File: config.mk
export PLATFORM = sky130hd
export DESIGN_NAME = uart_stat_irq
export DESIGN_NICKNAME = d
export VERILOG_FILES = /design/src/rtl/usi_pkg.sv /design/src/rtl/usi_flag_cell.sv /design/src/rtl/usi_rx_delay.sv /design/src/rtl/usi_irq_merge.sv /design/src/rtl/uart_stat_irq.sv
export SDC_FILE = /design/constraint.sdc
export NUM_CORES = 1
export LEC_CHECK = 0
export ABC_CLOCK_PERIOD_IN_PS = 2300
export BUFFER_PORTS_ARGS = -buffer_cell sky130_fd_sc_hd__buf_2
export CAP_MARGIN = 15
export CORE_MARGIN = 2
export CORE_UTILIZATION = 51
export CTS_BUF_LIST = sky130_fd_sc_hd__clkbuf_2 sky130_fd_sc_hd__clkbuf_4 sky130_fd_sc_hd__clkbuf_8
export CTS_CLUSTER_DIAMETER = 80
export DETAILED_ROUTE_END_ITERATION = 8
export PLACE_DENSITY = 0.82
export SLEW_MARGIN = 10
export SYNTH_ARGS = -nofsm -noshare
export SYNTH_HDL_FRONTEND = slang
export SYNTH_HIERARCHICAL = 1
export SYNTH_SLANG_ARGS = --single-unit
File: constraint.sdc
create_clock -name clk -period 2.3 [get_ports clk]
set_input_delay 0.115 -clock clk [delete_from_list [all_inputs] [get_ports clk]]
set_output_delay 0.115 -clock clk [all_outputs]
set_load 0.02 [all_outputs]
File: src/rtl/usi_pkg.sv
package usi_pkg;

  localparam int NFLAGS = 6;

  // flag order inside the status word
  localparam int F_RRDY = 0;
  localparam int F_TRDY = 1;
  localparam int F_OE   = 2;
  localparam int F_BRK  = 3;
  localparam int F_FE   = 4;
  localparam int F_PE   = 5;

  localparam logic [4:0] OFS_DATA = 5'd0;
  localparam logic [4:0] OFS_CTRL = 5'd4;
  localparam logic [4:0] OFS_BAUD = 5'd8;
  localparam logic [4:0] OFS_CMD  = 5'd12;
  localparam logic [4:0] OFS_STAT = 5'd16;

  localparam int CMD_RX_PULL  = 10;
  localparam int CMD_RX_FLUSH = 11;
  localparam int CMD_TX_FLUSH = 12;

  localparam int CTL_DLY_LSB = 14;
  localparam int STAT_CNT_LSB = 6;

  // control bit enabling flag f
  function automatic int ie_pos(input int f);
    case (f)
      F_RRDY:  return 0;
      F_OE:    return 1;
      F_BRK:   return 2;
      F_FE:    return 3;
      F_PE:    return 4;
      default: return 5;
    endcase
  endfunction

  // command bit setting flag f
  function automatic int set_pos(input int f);
    case (f)
      F_RRDY:  return 5;
      F_OE:    return 6;
      F_BRK:   return 7;
      F_FE:    return 8;
      F_PE:    return 9;
      default: return 14;
    endcase
  endfunction

  // command bit clearing flag f
  function automatic int clr_pos(input int f);
    case (f)
      F_RRDY:  return 0;
      F_OE:    return 1;
      F_BRK:   return 2;
      F_FE:    return 3;
      F_PE:    return 4;
      default: return 13;
    endcase
  endfunction

endpackage

File: src/rtl/usi_flag_cell.sv
module usi_flag_cell (
  input  logic clk,
  input  logic rst_n,
  input  logic hw_set,
  input  logic sw_set,
  input  logic sw_clr,
  output logic flag
);

  always_ff @(posedge clk) begin
    if (!rst_n)                 flag <= 1'b0;
    else if (hw_set || sw_set)  flag <= 1'b1;
    else if (sw_clr)            flag <= 1'b0;
  end

  AST_HW_BEATS_CLEAR: assert property (@(posedge clk) disable iff (!rst_n)
    (hw_set && sw_clr) |=> flag);

  AST_CLEAR_TAKES: assert property (@(posedge clk) disable iff (!rst_n)
    (sw_clr && !sw_set && !hw_set) |=> !flag);

  AST_FLAG_HOLDS: assert property (@(posedge clk) disable iff (!rst_n)
    (!hw_set && !sw_set && !sw_clr) |=> $stable(flag));

endmodule

File: src/rtl/usi_rx_delay.sv
module usi_rx_delay #(
  parameter int CNT_W = 5,
  parameter int DLY_W = 8
) (
  input  logic             clk,
  input  logic             rst_n,
  input  logic [CNT_W-1:0] rx_count,
  input  logic             bit_tick,
  input  logic [DLY_W-1:0] delay,
  output logic             hit
);

  localparam logic [DLY_W-1:0] TICK_MAX = '1;

  logic [DLY_W-1:0] ticks;
  logic             nonempty;

  assign nonempty = (rx_count != '0);

  always_ff @(posedge clk) begin
    if (!rst_n || !nonempty)                 ticks <= '0;
    else if (bit_tick && ticks != TICK_MAX)  ticks <= ticks + 1'b1;
  end

  assign hit = nonempty && (ticks >= delay);

  AST_ZERO_DELAY_IMMEDIATE: assert property (@(posedge clk) disable iff (!rst_n)
    (delay == '0 && rx_count != '0) |-> hit);

  AST_EMPTY_RESTARTS: assert property (@(posedge clk) disable iff (!rst_n)
    (rx_count == '0) |=> (ticks == '0));

endmodule

File: src/rtl/usi_irq_merge.sv
module usi_irq_merge #(
  parameter int NF = 6
) (
  input  logic          clk,
  input  logic          rst_n,
  input  logic [NF-1:0] flags,
  input  logic [NF-1:0] enables,
  output logic          irq
);

  assign irq = |(flags & enables);

  AST_IRQ_HAS_SOURCE: assert property (@(posedge clk) disable iff (!rst_n)
    irq |-> (flags != '0 && enables != '0));

endmodule

File: src/rtl/uart_stat_irq.sv
module uart_stat_irq #(
  parameter int ADDR_W = 5,
  parameter int DATA_W = 32,
  parameter int CNT_W  = 5,
  parameter int CHAR_W = 8,
  parameter int DLY_W  = 8,
  parameter int THR_W  = 4,
  parameter int BAUD_W = 16
) (
  input  logic              clk,
  input  logic              rst_n,
  input  logic [ADDR_W-1:0] bus_addr,
  input  logic              bus_wr,
  input  logic [DATA_W-1:0] bus_wdata,
  output logic [DATA_W-1:0] bus_rdata,
  input  logic [CHAR_W-1:0] rx_head,
  input  logic [CNT_W-1:0]  rx_count,
  input  logic [CNT_W-1:0]  tx_count,
  input  logic              ev_overrun,
  input  logic              ev_break,
  input  logic              ev_frame,
  input  logic              ev_parity,
  input  logic              bit_tick,
  output logic              irq,
  output logic              rx_pull,
  output logic              rx_flush,
  output logic              tx_flush,
  output logic              tx_push,
  output logic [CHAR_W-1:0] tx_char,
  output logic [BAUD_W-1:0] baud_cfg
);
  import usi_pkg::*;

  localparam int THR_LSB = CTL_DLY_LSB + DLY_W;
  localparam int CTL_W   = THR_LSB + THR_W;
  localparam int TXC_LSB = STAT_CNT_LSB + CNT_W;

  logic [CTL_W-1:0]  ctrl_q;
  logic [BAUD_W-1:0] baud_q;
  logic              sel_data, sel_ctrl, sel_baud, sel_cmd;
  logic [DATA_W-1:0] cmd;
  logic [NFLAGS-1:0] hw_evt, flags, enables;
  logic [THR_W-1:0]  tx_thr;
  logic [DLY_W-1:0]  rx_dly;
  logic              rx_hit, tx_low;
  logic [DATA_W-1:0] stat_word;
  logic              unused_wbits;

  assign sel_data = (bus_addr == ADDR_W'(OFS_DATA));
  assign sel_ctrl = (bus_addr == ADDR_W'(OFS_CTRL));
  assign sel_baud = (bus_addr == ADDR_W'(OFS_BAUD));
  assign sel_cmd  = (bus_addr == ADDR_W'(OFS_CMD));

  assign cmd = (bus_wr && sel_cmd) ? bus_wdata : '0;
  assign unused_wbits = ^bus_wdata[DATA_W-1:CTL_W];

  always_ff @(posedge clk) begin
    if (!rst_n) begin
      ctrl_q <= '0;
      baud_q <= '0;
    end else if (bus_wr) begin
      if (sel_ctrl) ctrl_q <= bus_wdata[CTL_W-1:0];
      if (sel_baud) baud_q <= bus_wdata[BAUD_W-1:0];
    end
  end

  assign rx_dly   = ctrl_q[CTL_DLY_LSB +: DLY_W];
  assign tx_thr   = ctrl_q[THR_LSB +: THR_W];
  assign baud_cfg = baud_q;

  usi_rx_delay #(.CNT_W(CNT_W), .DLY_W(DLY_W)) rx_delay_i (
    .clk      (clk),
    .rst_n    (rst_n),
    .rx_count (rx_count),
    .bit_tick (bit_tick),
    .delay    (rx_dly),
    .hit      (rx_hit)
  );

  assign tx_low = (int'(tx_count) <= int'(tx_thr));

  always_comb begin
    hw_evt         = '0;
    hw_evt[F_RRDY] = rx_hit;
    hw_evt[F_TRDY] = tx_low;
    hw_evt[F_OE]   = ev_overrun;
    hw_evt[F_BRK]  = ev_break;
    hw_evt[F_FE]   = ev_frame;
    hw_evt[F_PE]   = ev_parity;
  end

  for (genvar g = 0; g < NFLAGS; g++) begin : g_flag
    usi_flag_cell cell_i (
      .clk    (clk),
      .rst_n  (rst_n),
      .hw_set (hw_evt[g]),
      .sw_set (cmd[set_pos(g)]),
      .sw_clr (cmd[clr_pos(g)]),
      .flag   (flags[g])
    );
    assign enables[g] = ctrl_q[ie_pos(g)];
  end

  usi_irq_merge #(.NF(NFLAGS)) irq_i (
    .clk     (clk),
    .rst_n   (rst_n),
    .flags   (flags),
    .enables (enables),
    .irq     (irq)
  );

  assign rx_pull  = cmd[CMD_RX_PULL];
  assign rx_flush = cmd[CMD_RX_FLUSH];
  assign tx_flush = cmd[CMD_TX_FLUSH];
  assign tx_push  = bus_wr && sel_data;
  assign tx_char  = bus_wdata[CHAR_W-1:0];

  always_comb begin
    stat_word = '0;
    stat_word[NFLAGS-1:0] = flags;
    stat_word[STAT_CNT_LSB +: CNT_W] = rx_count;
    stat_word[TXC_LSB +: CNT_W] = tx_count;
  end

  always_comb begin
    bus_rdata = '0;
    case (bus_addr)
      ADDR_W'(OFS_DATA): bus_rdata[CHAR_W-1:0] = rx_head;
      ADDR_W'(OFS_CTRL): bus_rdata[CTL_W-1:0]  = ctrl_q;
      ADDR_W'(OFS_BAUD): bus_rdata[BAUD_W-1:0] = baud_q;
      ADDR_W'(OFS_STAT): bus_rdata = stat_word;
      default:           bus_rdata = '0;
    endcase
  end

  AST_TRDY_TRACKS_THRESHOLD: assert property (@(posedge clk) disable iff (!rst_n)
    tx_low |=> flags[F_TRDY]);

  AST_ERROR_STICKS: assert property (@(posedge clk) disable iff (!rst_n)
    (ev_frame || ev_parity) |=> (flags[F_FE] || flags[F_PE]));

  AST_STROBE_NEEDS_WRITE: assert property (@(posedge clk) disable iff (!rst_n)
    (rx_pull || rx_flush || tx_flush || tx_push) |-> bus_wr);

  AST_SET_BEATS_CLEAR: assert property (@(posedge clk) disable iff (!rst_n)
    (cmd[5] && cmd[0]) |=> flags[F_RRDY]);

endmodule

==> key figures <==
Setup path
  – CP max stage delay: ~0.4 ns
  – CP endpoint kind: flop
  – R2R Path End: g_flag[0].cell_i/flag
  – Critical path class: reg -> reg
  – Crit-path cells: inv_1 > ha_1 > nand2b_1 > a2111oi_0 > a2111oi_0 > o21a_1 > o31a_1
  – Worst EP arrival: 2.15 ns
  – CP max-delay cell: a2111oi_0
  – CP Launch Point: rx_delay_i/ticks[0]
  – Worst r2r src: rx_delay_i/ticks[0]
  – Depth of the worst register-to-register path: 7
  – CP startpoint kind: flop
  – Slack of the worst reg-to-reg path: 0.35 ns
  – Top fanout value on the critical path: 4
  – Worst path most repeated cell: a2111oi_0
  – Critical Path RT: 2.50 ns

Clock tree
  – Number of gates resized after CTS: 0
  – Post-CTS Setup Bufs: 0
  – CTS tree: done
  – Sinks on the clock net: 56
  – Worst-Skew Late Latency: 0.31 ns
  – Clock Path Buffers: 2
  – CTS clock-pin slew for the worst setup and hold paths: ~0.10 ns
  – CTS Buf Count: 5
  – Clk root buf: clkbuf_8
  – # H-tree levels: 2

STA
  – Relative slew margins: 0.646
  – Final worst-path cycle share: 0.849
  – Endpoints failing hold: 0
  – Final TNS setup: 0 ns
  – Max Freq: 512 MHz
  – Least-Margin Pin Slew: 0.531 ns
  – RSZ-0062 raised after global routing: no
  – Hold_ws: 0.0168 ns
  – Final setup vio count: 0
  – Slew Viols, Final: 0
  – Final min period: 1.95 ns
  – Worst clock skew: 0.00720 ns

Pwr
  – Gate power share: 0.141
  – Register share of total power: 0.552
  – Cell Int Power: 0.00133 W
  – Clock share of power: 0.308
  – PwrDens: 464 nW/µm²
  – Static Leakage: 1.87 nW
  – Sw frac: 0.269
  – Net Switching: approximately 0.0005 W
  – Maximum vdd ir drop: 286 µV

Synthesis
  – Warnings, synthesis: 6
  – Ys flop type: dfxtp_1
  – Post-synth EDFFs: 0
  – Top cells by count, synth: 75 x nand2_1, 56 x dfxtp_1, 44 x mux2i_1
  – Mapped Area: 3310 µm²
  – Synth area leader: dfxtp_1
  – Yosys top cell area share: 0.339
  – Asr flop ratio synth: 0
  – Synth Area per Inst: around 8.3 µm²
  – Post-Synthesis Cells: 397
  – Synthesized flop and latch total: 56
  – Sequential area share after synthesis: 0.339
  – Most frequent cell after synthesis: nand2_1
  – Top cells by area, synth: dfxtp_1 34%, mux2i_1 13%, nand2_1 8.5%
  – Netlist cell types: 40

Detailed routing
  – DRC viols: 0
  – Antenna Nets Post-Route: 0
  – Via Count: 3183
  – Final wirelength: 8.76 mm
  – 1st-iter DRT viols: ~240
  – DR vias/cell: about 5.6
  – First-pass DRT Iterations: 5
  – DR WL/cell: 15.5 µm

Die
  – Die width: 84.5 µm
  – I/O pin count: 124
  – Die ar.: 7140 µm²
  – # rows: 29
  – Initial core utilization: 0.524
  – Die Ht: 84.5 µm
  – Core area: 6310 µm²

Final layout
  – Area grow syn2layout: 18.4%
  – Fin area: 3910 µm²
  – Ant diodes: 0
  – Layout cells sized above 1: 0.273
  – Nets: 566

Global routing
  – Pin count of the biggest net entering global routing: around 50
  – Total track usage: 0.242
  – Vias in the first global route: 3003
  – Initial antenna violation count: 1
  – GR Overflow Total: 0
  – First-pass GRT wire length: 14.1 mm

Place
  – GP Congestion: 0.859
  – HPWL after DPL: 6.46 mm
  – I/O Buffers: 111
  – Placed Area: 3810 µm²

Min path
  – WHS Path Cells: 2
  – Min-delay src: ev_parity
  – Hold Path End: g_flag[5].cell_i/flag
  – HP Class: in -> reg

Outcome
  – Outcome: finished clean

Job
  – # Max-Cap Violations: 0
==> power groups by stage <==
stage | sequential [W] | combinational (W) | clock (W)
after detailed placement | 0.00102 | 0.000252 | 0
after CTS | 0.00100 | 0.000253 | 0.000565
after floorplan | 0.00102 | 0.000160 | 0
after global placement | 0.00102 | 0.000246 | 0
final | 0.00100 | 0.000256 | 0.000558
after global routing | 0.00100 | 0.000280 | 0.000609
==> stage by stage <==
stage	worst slack, ns	std cells	utilization	total power, W
4_1_cts	0.356	566	0.618	0.00182
5_1_grt	0.204	567	0.620	0.00189
6_report	0.347	567	0.620	0.00182
2_1_floorplan	0.516	402	-	0.00118
3_5_place_dp	0.383	559	0.604	0.00128
3_3_place_gp	0.393	559	0.604	0.00127
==> critical path, delay by kind of cell, from the launching register on <==
family                   cells  cell delay, ns
AND/OR/NAND/NOR              1            0.13
buffers and inverters        1            0.09
flip-flops                   1            0.39
adder cells (fa/ha/maj)      1            0.26
AO/OA/AOI/OAI                4            0.98
==> state kept, by name (all words and copies together), names as in the netlist <==
signal and flops:
baud_cfg 16, rx_delay_i/ticks 8, ctrl_q 26, g_flag.cell_i/flag 6
==> cell type report <==
cell class	count	area [µm²]
Clock buffer	6	82.6
Clock inverter	1	8.76
Tap cell	77	96.3
Fill cell	568	2400
Sequential cell	56	1120
Timing Repair Buffer	120	638
Multi-Input combinational cell	290	1900
Inverter	17	63.8
==> layer usage <==
layer | vias to the layer above | GRT usage | share of wire
met5 | - | 0 | 0.0015
met4 | 2 | 0.0866 | 0.019
met2 | 145 | 0.403 | 0.49
li1 | 1547 | - | -
met3 | 18 | 0.0442 | 0.073
met1 | 1471 | 0.314 | 0.42
==> worst max-delay path by stage <==
stage | endpoint | slack (ns) | depth (start not counted)
after floorplan | g_flag[0].cell_i/flag | 0.52 | 7
after global placement | g_flag[0].cell_i/flag | 0.39 | 7
after detailed placement | g_flag[0].cell_i/flag | 0.38 | 7
after CTS | g_flag[0].cell_i/flag | 0.36 | 7
after global routing | g_flag[0].cell_i/flag | 0.20 | 7
final | g_flag[0].cell_i/flag | 0.35 | 7
==> cells by family (layout without fill, tap and decap cells) <==
| group | after synthesis | after routing | share of synthesized area |
|---|---|---|---|
| muxes | 44 | 44 | 0.133 |
| xor gates and xnor gates | 2 | 2 | 0.00530 |
| and+or+nand+nor | 186 | 186 | 0.282 |
| adders and majority gates | 13 | 13 | 0.0492 |
| AOI/OAI and AO/OA | 39 | 39 | 0.0980 |
| other | 1 | 6 | 0.00113 |
| DFF | 56 | 56 | 0.339 |
| buffers and inverters | 56 | 144 | 0.0920 |
==> cells in the final DEF, fill, tap and decap left out, drive strengths merged <==
cell type / netlist / routed
o21a: 2 / 2
dfxtp: 56 / 56
a211oi: 2 / 2
a22oi: 3 / 3
a21oi: 6 / 6
nand2b: 1 / 1
nand4: 10 / 10
mux2i: 44 / 44
o21ai: 3 / 3
conb: 1 / 6
o2111ai: 1 / 1
buf: 25 / 119
nor3b: 1 / 1
a221o: 8 / 8
xnor2: 2 / 2
clkbuf: 14 / 6
ha: 13 / 13
nand2: 75 / 75
a41oi: 1 / 1
nor3: 5 / 5
clkinv: 0 / 1
and3: 18 / 18
nor2b: 8 / 8
a21bo: 1 / 1
and4: 1 / 1
a2111oi: 3 / 3
nor2: 13 / 13
o221ai: 1 / 1
inv: 17 / 17
and2: 17 / 17
a31oi: 2 / 2
o31a: 6 / 6
nand3: 37 / 37
dlygate4sd3: 0 / 1
==> what timing repair did <==
action                     CTS  global route
hold endpoints to repair     0             1
hold buffers                 0             1
setup endpoints to repair    0             0
Power figures use the tool's default switching activity.
